### src/rtl/lpc_pkg.sv
package lpc_pkg;

  localparam int MAX_LEN = 16;

  // 4-bit select -> code length in bits
  function automatic logic [4:0] sel_to_len(input logic [3:0] sel);
    return sel[3] ? 5'd16 : {2'b00, sel[2:0]} + 5'd1;
  endfunction

  // Expand the code bytes into a per-phase bit vector: bit k is the k-th bit of a period
  function automatic logic [MAX_LEN-1:0] code_bits(input logic [7:0] lo,
                                                   input logic [7:0] hi,
                                                   input logic [4:0] len);
    logic [15:0] word;
    logic [MAX_LEN-1:0] p;
    int idx;
    word = {hi, lo};
    p = '0;
    for (int k = 0; k < MAX_LEN; k++) begin
      if (len == 5'd16) begin
        p[k] = word[15-k];
      end else if (k < int'(len)) begin
        idx = int'(len) - 1 - k;
        p[k] = lo[idx[2:0]];
      end
    end
    return p;
  endfunction

endpackage

### src/rtl/lpc_regs.sv
module lpc_regs #(
  parameter int NDET   = 3,
  parameter int ADDR_W = 4
) (
  input  logic              clk,
  input  logic              rst_n,
  input  logic              wr_en,
  input  logic [ADDR_W-1:0] wr_addr,
  input  logic [7:0]        wr_data,
  output logic [7:0]        code_lo [NDET],
  output logic [7:0]        code_hi [NDET],
  output logic [3:0]        len_sel [NDET],
  output logic [NDET-1:0]   restart,
  output logic [2*NDET-1:0] irq_en,
  output logic [2*NDET-1:0] ack
);
  localparam int LW        = 2 * NDET;
  localparam int MASK_ADDR = 4 * NDET;
  localparam int ACK_ADDR  = 4 * NDET + 1;

  for (genvar d = 0; d < NDET; d++) begin : g_det
    localparam logic [ADDR_W-1:0] A_LO  = ADDR_W'(4 * d);
    localparam logic [ADDR_W-1:0] A_HI  = ADDR_W'(4 * d + 1);
    localparam logic [ADDR_W-1:0] A_SEL = ADDR_W'(4 * d + 2);

    assign restart[d] = wr_en && (wr_addr == A_LO);

    always_ff @(posedge clk or negedge rst_n) begin
      if (!rst_n) begin
        code_lo[d] <= '0;
        code_hi[d] <= '0;
        len_sel[d] <= '0;
      end else if (wr_en) begin
        if (wr_addr == A_LO)  code_lo[d] <= wr_data;
        if (wr_addr == A_HI)  code_hi[d] <= wr_data;
        if (wr_addr == A_SEL) len_sel[d] <= wr_data[3:0];
      end
    end
  end

  assign ack = (wr_en && wr_addr == ADDR_W'(ACK_ADDR)) ? wr_data[LW-1:0] : '0;

  always_ff @(posedge clk or negedge rst_n) begin
    if (!rst_n)                                       irq_en <= '0;
    else if (wr_en && wr_addr == ADDR_W'(MASK_ADDR))  irq_en <= wr_data[LW-1:0];
  end

endmodule

### src/rtl/lpc_chan.sv
module lpc_chan
  import lpc_pkg::*;
#(
  parameter int WIN_BITS = 74112,
  parameter int ERR_THR  = WIN_BITS / 50
) (
  input  logic               clk,
  input  logic               rst_n,
  input  logic               beat,
  input  logic               bit_in,
  input  logic               fbit,
  input  logic               ovw,
  input  logic               restart,
  input  logic [MAX_LEN-1:0] code,
  input  logic [4:0]         len,
  output logic               rt
);
  localparam int CW = $clog2(WIN_BITS + 1);

  logic [3:0]    ph, ph_eff, ph_nxt;
  logic [CW-1:0] wcnt;
  logic [CW-1:0] err  [MAX_LEN];
  logic [CW-1:0] errn [MAX_LEN];
  logic          adv, cnt, last, hit;

  assign adv    = beat && !(fbit && !ovw);
  assign cnt    = beat && !fbit;
  assign last   = cnt && (wcnt == CW'(WIN_BITS - 1));
  assign ph_eff = ({1'b0, ph} < len) ? ph : 4'd0;
  assign ph_nxt = (({1'b0, ph_eff} + 5'd1) == len) ? 4'd0 : ph_eff + 4'd1;

  // one mismatch counter per alignment of the code against the stream
  always_comb begin
    logic [5:0] pos;
    hit = 1'b0;
    for (int a = 0; a < MAX_LEN; a++) begin
      pos = {2'b00, ph_eff} + 6'(a);
      if (pos >= {1'b0, len}) pos = pos - {1'b0, len};
      errn[a] = err[a] + CW'(cnt && (bit_in != code[pos[3:0]]));
      if ((5'(a) < len) && (errn[a] < CW'(ERR_THR))) hit = 1'b1;
    end
  end

  always_ff @(posedge clk or negedge rst_n) begin
    if (!rst_n) begin
      ph   <= '0;
      wcnt <= '0;
      rt   <= 1'b0;
      for (int a = 0; a < MAX_LEN; a++) err[a] <= '0;
    end else if (restart) begin
      ph   <= '0;
      wcnt <= '0;
      rt   <= 1'b0;
      for (int a = 0; a < MAX_LEN; a++) err[a] <= '0;
    end else begin
      if (adv) ph <= ph_nxt;
      if (cnt) begin
        if (last) begin
          wcnt <= '0;
          rt   <= hit;
          for (int a = 0; a < MAX_LEN; a++) err[a] <= '0;
        end else begin
          wcnt <= wcnt + CW'(1);
          for (int a = 0; a < MAX_LEN; a++) err[a] <= errn[a];
        end
      end
    end
  end

endmodule

### src/rtl/lpc_status.sv
module lpc_status #(
  parameter int NDET = 3
) (
  input  logic              clk,
  input  logic              rst_n,
  input  logic [NDET-1:0]   rt,
  input  logic [2*NDET-1:0] ack,
  input  logic [2*NDET-1:0] irq_en,
  output logic [NDET-1:0]   lat_on,
  output logic [NDET-1:0]   lat_off,
  output logic              irq
);
  logic [NDET-1:0] rt_q;

  always_ff @(posedge clk or negedge rst_n) begin
    if (!rst_n) begin
      rt_q    <= '0;
      lat_on  <= '0;
      lat_off <= '0;
    end else begin
      rt_q    <= rt;
      lat_on  <= (lat_on  & ~ack[NDET-1:0])      | (rt & ~rt_q);
      lat_off <= (lat_off & ~ack[2*NDET-1:NDET]) | (~rt & rt_q);
    end
  end

  assign irq = |({lat_off, lat_on} & irq_en);

endmodule

### src/rtl/lpcode_det.sv
module lpcode_det
  import lpc_pkg::*;
#(
  parameter int NDET     = 3,
  parameter int ADDR_W   = 4,
  parameter int WIN_BITS = 74112,
  parameter int ERR_THR  = WIN_BITS / 50
) (
  input  logic              clk,
  input  logic              rst_n,
  input  logic              s_valid,
  output logic              s_ready,
  input  logic              s_data,
  input  logic              s_fbit,
  input  logic              fbit_ovw,
  input  logic              wr_en,
  input  logic [ADDR_W-1:0] wr_addr,
  input  logic [7:0]        wr_data,
  output logic [NDET-1:0]   rt_status,
  output logic [NDET-1:0]   lat_on,
  output logic [NDET-1:0]   lat_off,
  output logic              irq
);
  logic [7:0]        code_lo [NDET];
  logic [7:0]        code_hi [NDET];
  logic [3:0]        len_sel [NDET];
  logic [NDET-1:0]   restart;
  logic [2*NDET-1:0] irq_en, ack;
  logic              beat;

  assign s_ready = 1'b1;
  assign beat    = s_valid && s_ready;

  lpc_regs #(.NDET(NDET), .ADDR_W(ADDR_W)) u_regs (
    .clk(clk), .rst_n(rst_n), .wr_en(wr_en), .wr_addr(wr_addr), .wr_data(wr_data),
    .code_lo(code_lo), .code_hi(code_hi), .len_sel(len_sel),
    .restart(restart), .irq_en(irq_en), .ack(ack)
  );

  for (genvar d = 0; d < NDET; d++) begin : g_chan
    logic [4:0]         len;
    logic [MAX_LEN-1:0] code;
    assign len  = sel_to_len(len_sel[d]);
    assign code = code_bits(code_lo[d], code_hi[d], len);

    lpc_chan #(.WIN_BITS(WIN_BITS), .ERR_THR(ERR_THR)) u_chan (
      .clk(clk), .rst_n(rst_n), .beat(beat), .bit_in(s_data), .fbit(s_fbit),
      .ovw(fbit_ovw), .restart(restart[d]), .code(code), .len(len),
      .rt(rt_status[d])
    );
  end

  lpc_status #(.NDET(NDET)) u_status (
    .clk(clk), .rst_n(rst_n), .rt(rt_status), .ack(ack), .irq_en(irq_en),
    .lat_on(lat_on), .lat_off(lat_off), .irq(irq)
  );

endmodule

### config.mk
export PLATFORM = sky130hd
export DESIGN_NAME = lpcode_det
export DESIGN_NICKNAME = d
export VERILOG_FILES = /design/src/rtl/lpc_pkg.sv /design/src/rtl/lpc_regs.sv /design/src/rtl/lpc_chan.sv /design/src/rtl/lpc_status.sv /design/src/rtl/lpcode_det.sv
export SDC_FILE = /design/constraint.sdc
export NUM_CORES = 2
export LEC_CHECK = 0
export BUFFER_PORTS_ARGS = -buffer_cell sky130_fd_sc_hd__buf_4
export CAP_MARGIN = 20
export CELL_PAD_IN_SITES_DETAIL_PLACEMENT = 1
export CELL_PAD_IN_SITES_GLOBAL_PLACEMENT = 1
export CORE_MARGIN = 10
export CORE_UTILIZATION = 46
export CTS_BUF_LIST = sky130_fd_sc_hd__clkbuf_2
export DETAILED_ROUTE_END_ITERATION = 12
export PLACE_DENSITY_LB_ADDON = 0.1
export SLEW_MARGIN = 15
export SYNTH_ARGS = -nofsm -noshare
export SYNTH_HDL_FRONTEND = slang
export SYNTH_SLANG_ARGS = --single-unit
### constraint.sdc
create_clock -name clk -period 8.5 [get_ports clk]
set_input_delay 1.7 -clock clk [delete_from_list [all_inputs] [get_ports clk]]
set_output_delay 1.7 -clock clk [all_outputs]
set_load 0.05 [all_outputs]
======== Word level (Yosys, flattened, before mapping) ========
Cells that the tools add are included.
cells by class
  add/subtract/negate cells ............... 201
  order comparisons ....................... 291
  equal/unequal tests ..................... 67
  multiplexer cells ....................... 427
  bitwise operators ....................... 11
  reduce and logical (&&, ||, !) cells .... 133
operators by type and width
  operator                                                                number
  272-bit two-way mux                                                     9
  17-bit by 1-bit adder with 17-bit output                                48
  17-bit by 11-bit < comparator with 1-bit output, second input constant  48
  1-bit two-way mux                                                       249
  4-bit by 5-bit < comparator with 1-bit output, first input constant     48
  4-bit by 5-bit < comparator with 1-bit output, second input constant    48
  4-bit two-way mux                                                       60
  5-bit greater-or-equal comparator                                       45
  1-bit binary-select mux with 4-bit select                               48
  3-bit by 4-bit < comparator with 1-bit output, second input constant    48
  4-bit subtractor                                                        48
  17-bit two-way mux                                                      9
  1-bit binary-select mux with 3-bit select                               48
  4-bit by 4-bit adder with 5-bit output, second input constant           24
  3-bit by 5-bit < comparator with 1-bit output, first input constant     24
  1-bit logical AND                                                       107
  3-bit subtractor, second input constant                                 24
  4-bit by 3-bit adder with 5-bit output, second input constant           12
  1-bit by 5-bit < comparator with 1-bit output, first input constant     12
  2-bit by 5-bit < comparator with 1-bit output, first input constant     12
  17-bit by 1-bit adder with 17-bit output, second input constant         3
  17-bit equality test, second input constant                             3
  1-bit inequality test                                                   48
  3-bit by 1-bit subtractor with 3-bit output, second input constant      12
  24 further kinds                                                        93
storage, ports and cells
  bits in registers ....................... 957
  output and inout port bits .............. 11
  word-level logic and storage cells ...... 1200

======== Depth between registers and ports, before layout ========
  depth after elaboration ................. 34
  depth in mapped cells ................... 39
  gate-level depth less buffers ........... 36

======== Hierarchy ========
Synthesis repeated with hierarchy kept, for this count alone.
second synthesis, totals
  cells, all modules ...................... 9828
  area, all modules ....................... 79251.0 µm²
by module, submodules not included
  module      instances  cells an instance  area an instance (µm²)
  lpc_chan    3          3117               24751.2
  lpc_regs    1          167                2613.8
  lpcode_det  1          282                2050.7
  lpc_status  1          28                 332.8

======== Worst setup path before layout ========
Ideal clock, no wire load.
  path type ............................... register to register
  start point ............................. register u_regs.len_sel[7] (netlist bit)
  end point ............................... register g_chan[1].u_chan.rt
  arrival time ............................ 8926 ps
  data required time ...................... 8376 ps
  setup slack ............................. -551 ps
  cell stages (with the launch flop) ...... 32
  path buffers ............................ 2
  cells stage by stage .................... dfrtp_1 inv_1 clkbuf_1 buf_1 nand2_1 ha_1 o21ai_0 o21a_1 o21ai_1 inv_1 ha_1 xnor2_1 ha_1 a21o_1 a31oi_1 mux2i_1 mux4_2 mux2i_1 mux2i_1 mux2i_1 ha_1 ha_1 nand3_1 nor4_1 nand3_1 xnor2_1 a2111oi_0 o211ai_1 o311ai_0 or4_1 nor3_1 a21oi_1
on the way
  cells in the longest elaborated chain, start to end .. 33
  elaborated cells on any way between the ends .. 310
ends and longest elaborated chain
  item                                                                                               RTL line        text
  start: declaration                                                                                 lpc_regs.sv:12  output logic [3:0] len_sel [NDET],
  start signal: indexed assignment                                                                   lpc_regs.sv:36  if (wr_addr == A_SEL) len_sel[d] <= wr_data[3:0];
  5-bit two-way mux (*)                                                                              lpc_pkg.sv:7    return sel[3] ? 5'd16 : {2'b00, sel[2:0]} + 5'd1;
  parallel branches: the longest is 28 deep, another holds 17-bit by 1-bit adder with 17-bit output  n/a
  1-bit two-way mux (*)                                                                              lpc_chan.sv:40  if ((5'(a) < len) && (errn[a] < CW'(ERR_THR))) hit = 1'b1;
  1-bit two-way mux (*)                                                                              lpc_chan.sv:58  if (last) begin
  1-bit two-way mux (*)                                                                              lpc_chan.sv:57  if (cnt) begin
  1-bit two-way mux (*)                                                                              lpc_chan.sv:50  end else if (restart) begin
  end signal: assignment                                                                             lpc_chan.sv:60  rt <= hit;
  end: declaration                                                                                   lpc_chan.sv:16  output logic rt
Every way passes the cells marked *. The select of a mux whose other input is x is not followed.
A chain may end at the register's enable or synchronous reset.

======== Worst setup path in the final report ========
  start point ............................. register u_regs.len_sel[9] (netlist bit)
  end point ............................... register g_chan[0].u_chan.rt
on the way
  cells in the longest elaborated chain, start to end .. 34
  elaborated cells on any way between the ends .. 311
ends and longest elaborated chain
  item                                                                                               RTL line
  3-bit by 1-bit adder with 4-bit output (*)                                                         lpc_pkg.sv:7
  5-bit two-way mux (*)                                                                              lpc_pkg.sv:7
  parallel branches: the longest is 28 deep, another holds 17-bit by 1-bit adder with 17-bit output  n/a
  1-bit two-way mux (*)                                                                              lpc_chan.sv:40
  1-bit two-way mux (*)                                                                              lpc_chan.sv:58
  1-bit two-way mux (*)                                                                              lpc_chan.sv:57
  1-bit two-way mux (*)                                                                              lpc_chan.sv:50
  end signal: assignment                                                                             lpc_chan.sv:60
  end: declaration                                                                                   lpc_chan.sv:16
Marks and branches as above.

==> reports/metrics.cfg <==
[sta]
setup_violations=0
period_share_pct=95.36
final_hold_viol_count=0
maxSlewHeadroom_pct=14.97
worstMarginPinSlew_ps=1276
drv_slew=0
fin_skew_ps=183.1
period_minus_slack_ps=8105
whs_ps=262.8
max_freq_mhz=123.4

[critical_path]
cp.required_ps=10180
cp-start-kind=register
endpoint_kind=register
critPathMostFrequentCell=ha_1
critPathBufInv=4
r2r_end=g_chan[0].u_chan.rt
critical_path_peak_fanout=9
cp_data_arrival_time_ps=9780
reg2reg_slack_ps=390
slowest_stage=mux4_2
cp_top_family=compound AO/OA/AOI/OAI gates
worstRegToRegCells=34
critical_path.max_stage_delay_ps=500
critical_path_class=register to register
r2r-start=u_regs.len_sel[9]

[logic_synthesis]
ys_top_cells_by_count=nand2_1, o21ai_0, dfrtp_1, clkbuf_1, nor2_1
synth_top_area_cell=dfrtp_1
synth_edf_count=0
synth_fp_nets=9886
ys_top_cells_by_area=dfrtp_1, o21ai_0, nand2_1
synth_cell_types=117
synth_most_common_cell=nand2_1
ys_seq_area_share_pct=31.41
synthArstFlopShare_pct=100.0
yosys.area.top_type_share_pct=31.41
ys_warn_count=0
ys_ff_latch=957
synth.avg_cell_area_sq_um=7.972
synth_ff_type=dfrtp_1
syn_area_sq_um=76250
synthCells=9564

[layout]
drive_gt1_share_pct=12.87
fill_cells=20160
area_growth_pct=8.729
post-route-util_pct=50.30
final_nets=9871

[global_routing]
met3_usage_pct=3.641
antenna_found_initial=3
grt_pass1_vias=77320
grt.busiest_layer=met2
gr-total-overflow=0
grt_use_total_pct=26.99
grt_max_degree=166
grt_pass1_wl_mm=413.6
grtUsageMet2_pct=45.10
grt_util_met1_pct=34.77

[placement]
port-buffer-count=28
dp_hpwl_mm=168.9
globalplace.congestion=0.9413

[routing]
drc=0
drt-total-wl_mm=253.9
drt_iter0_markers=4652
vias=75270
ant_nets=0
drt_pre_antenna_iters=7
wire_per_inst_microns=21.26
viasPerCell=6.303

[die]
die-height_microns=427.1
rows=149
die_width_microns=427.1
dieArea_sq_um=182400
start_util_pct=46.26
ios=30
core_region_area_sq_um=164800

[worst_hold_path]
whs_endpoint=u_regs.code_lo[7]
hold_path_class=input port to register
min_path_cells=3
min_from=wr_data[7]

[cts]
clock-sinks=957
cts_inserted_buffers=302
ctsRootBufferMaster=clkbuf_2
clkTransAtPathRegs_ps=120
cts_tree=built
cts-htree-levels=5
cts.path.max_buffers=4
insertion_delay_ps=1790

[run_status]
status=finished clean

[pwr]
ir_drop_v=0.0003979
power.density_nw_per_um2=346.9
p_total_w=0.02876
p_leak_nw=34.35

[job]
drv_cap=0

==> per-stage QoR <==
step	TNS [ps]	setup slack (ps)	cell area, sq um	instances
global placement	-413.6	-385.8	79100	11420
finish	0	394.6	82900	11940
CTS	0	4.491	81740	11920
floorplan	0	156.2	76250	9564
global route	-76.91	-55.10	82900	11940
detailed placement	-1261	-709.1	79120	11420
==> repair_timing <==
item / CTS / global route
hold endpoints to repair: 71 / 0
pin swaps: 2 / 16
hold buffers: 1 / 0
setup buffers: 1 / 15
resized for setup: 31 / 223
endpoints found under the setup margin: 3 / 11
==> cell type report <==
cell class / instances / area, sq um / share of cell area [%]
sequential: 957 / 23950 / 28.89
clock inverter: 73 / 339.1 / 0.4090
inverter: 200 / 765.7 / 0.9237
timing repair buffer: 313 / 2592 / 3.127
clock buffer: 425 / 2127 / 2.566
multi-input combinational: 7775 / 50360 / 60.75
antenna: 11 / 27.53 / 0.03320
tap: 2189 / 2739 / 3.304
==> worst max-delay path by stage <==
stage                 startpoint             endpoint  cells after the start
2_1_floorplan  u_regs.len_sel[7]  g_chan[1].u_chan.rt                     34
3_3_place_gp   u_regs.len_sel[0]  g_chan[2].u_chan.rt                     34
3_5_place_dp   u_regs.len_sel[0]  g_chan[2].u_chan.rt                     35
4_1_cts        u_regs.len_sel[9]  g_chan[0].u_chan.rt                     33
5_1_grt        u_regs.len_sel[9]  g_chan[0].u_chan.rt                     34
6_report       u_regs.len_sel[9]  g_chan[0].u_chan.rt                     34
==> worst reg2reg max path: cells and delay by family (launching register included) <==
kind / cells / cell delay [ps]
xor+xnor: 2 / 460
compound gates: 9 / 1980
mux: 4 / 1100
flops: 1 / 430
buf+inv: 4 / 620
simple gates: 9 / 1840
fa+ha+maj: 6 / 1610
==> per-layer routing <==
layer	part of all wire (%)	vias up
met3	4.1	577
met4	4.5	0
li1	-	35330
met1	45	37820
met5	0	-
met2	47	1545
==> where the power goes <==
part	leakage (nW)	switching [W]	internal, W
Sequential	13.2	0.000378	0.00485
Clock	1.94	0.00224	0.00139
Combinational	19.2	0.0113	0.00856
Total	34.4	0.0140	0.0148
==> layout by cell type (no fill, tap or decap), types with 52 or more instances in the layout <==
cell and count:
nor2b_1 57, mux4_2 69, nor2_1 477, nand3_1 412, nand4_1 222, a22o_1 88
o31ai_1 177, o22ai_1 75, xor2_1 116, inv_1 188, buf_4 290, nand2_1 1447
nor3_1 146, ha_1 261, a31oi_1 232, mux2i_1 455, a21oi_1 476, and3_1 199
xnor2_1 150, dfrtp_1 954, clkbuf_2 425, o211ai_1 52, and2_1 64, a211oi_1 55
o21ai_0 1352, a21o_1 99, nand2b_1 60, clkinv_1 55, mux2_2 126
==> sequential cells by signal, indices dropped and copies added, names as in the netlist <==
| name | cells |
|---|---|
| g_chan.u_chan.err | 816 |
| g_chan.u_chan.ph | 12 |
| g_chan.u_chan.rt | 3 |
| g_chan.u_chan.wcnt | 51 |
| u_regs.code_hi | 24 |
| u_regs.code_lo | 24 |
| u_regs.irq_en | 6 |
| u_regs.len_sel | 12 |
| u_status.lat_off | 3 |
| u_status.lat_on | 3 |
| u_status.rt_q | 3 |
==> cell families after synthesis <==
logic type	share of synthesized area [%]
AND/OR/NAND/NOR	21.46
AO/OA/AOI/OAI	24.04
flip-flops	31.41
buffers and inverters	4.235
multiplexers	10.40
adder cells (fa/ha/maj)	5.117
XOR/XNOR	3.326
other	0.004918
No activity file was read; power rests on OpenSTA's default activity.
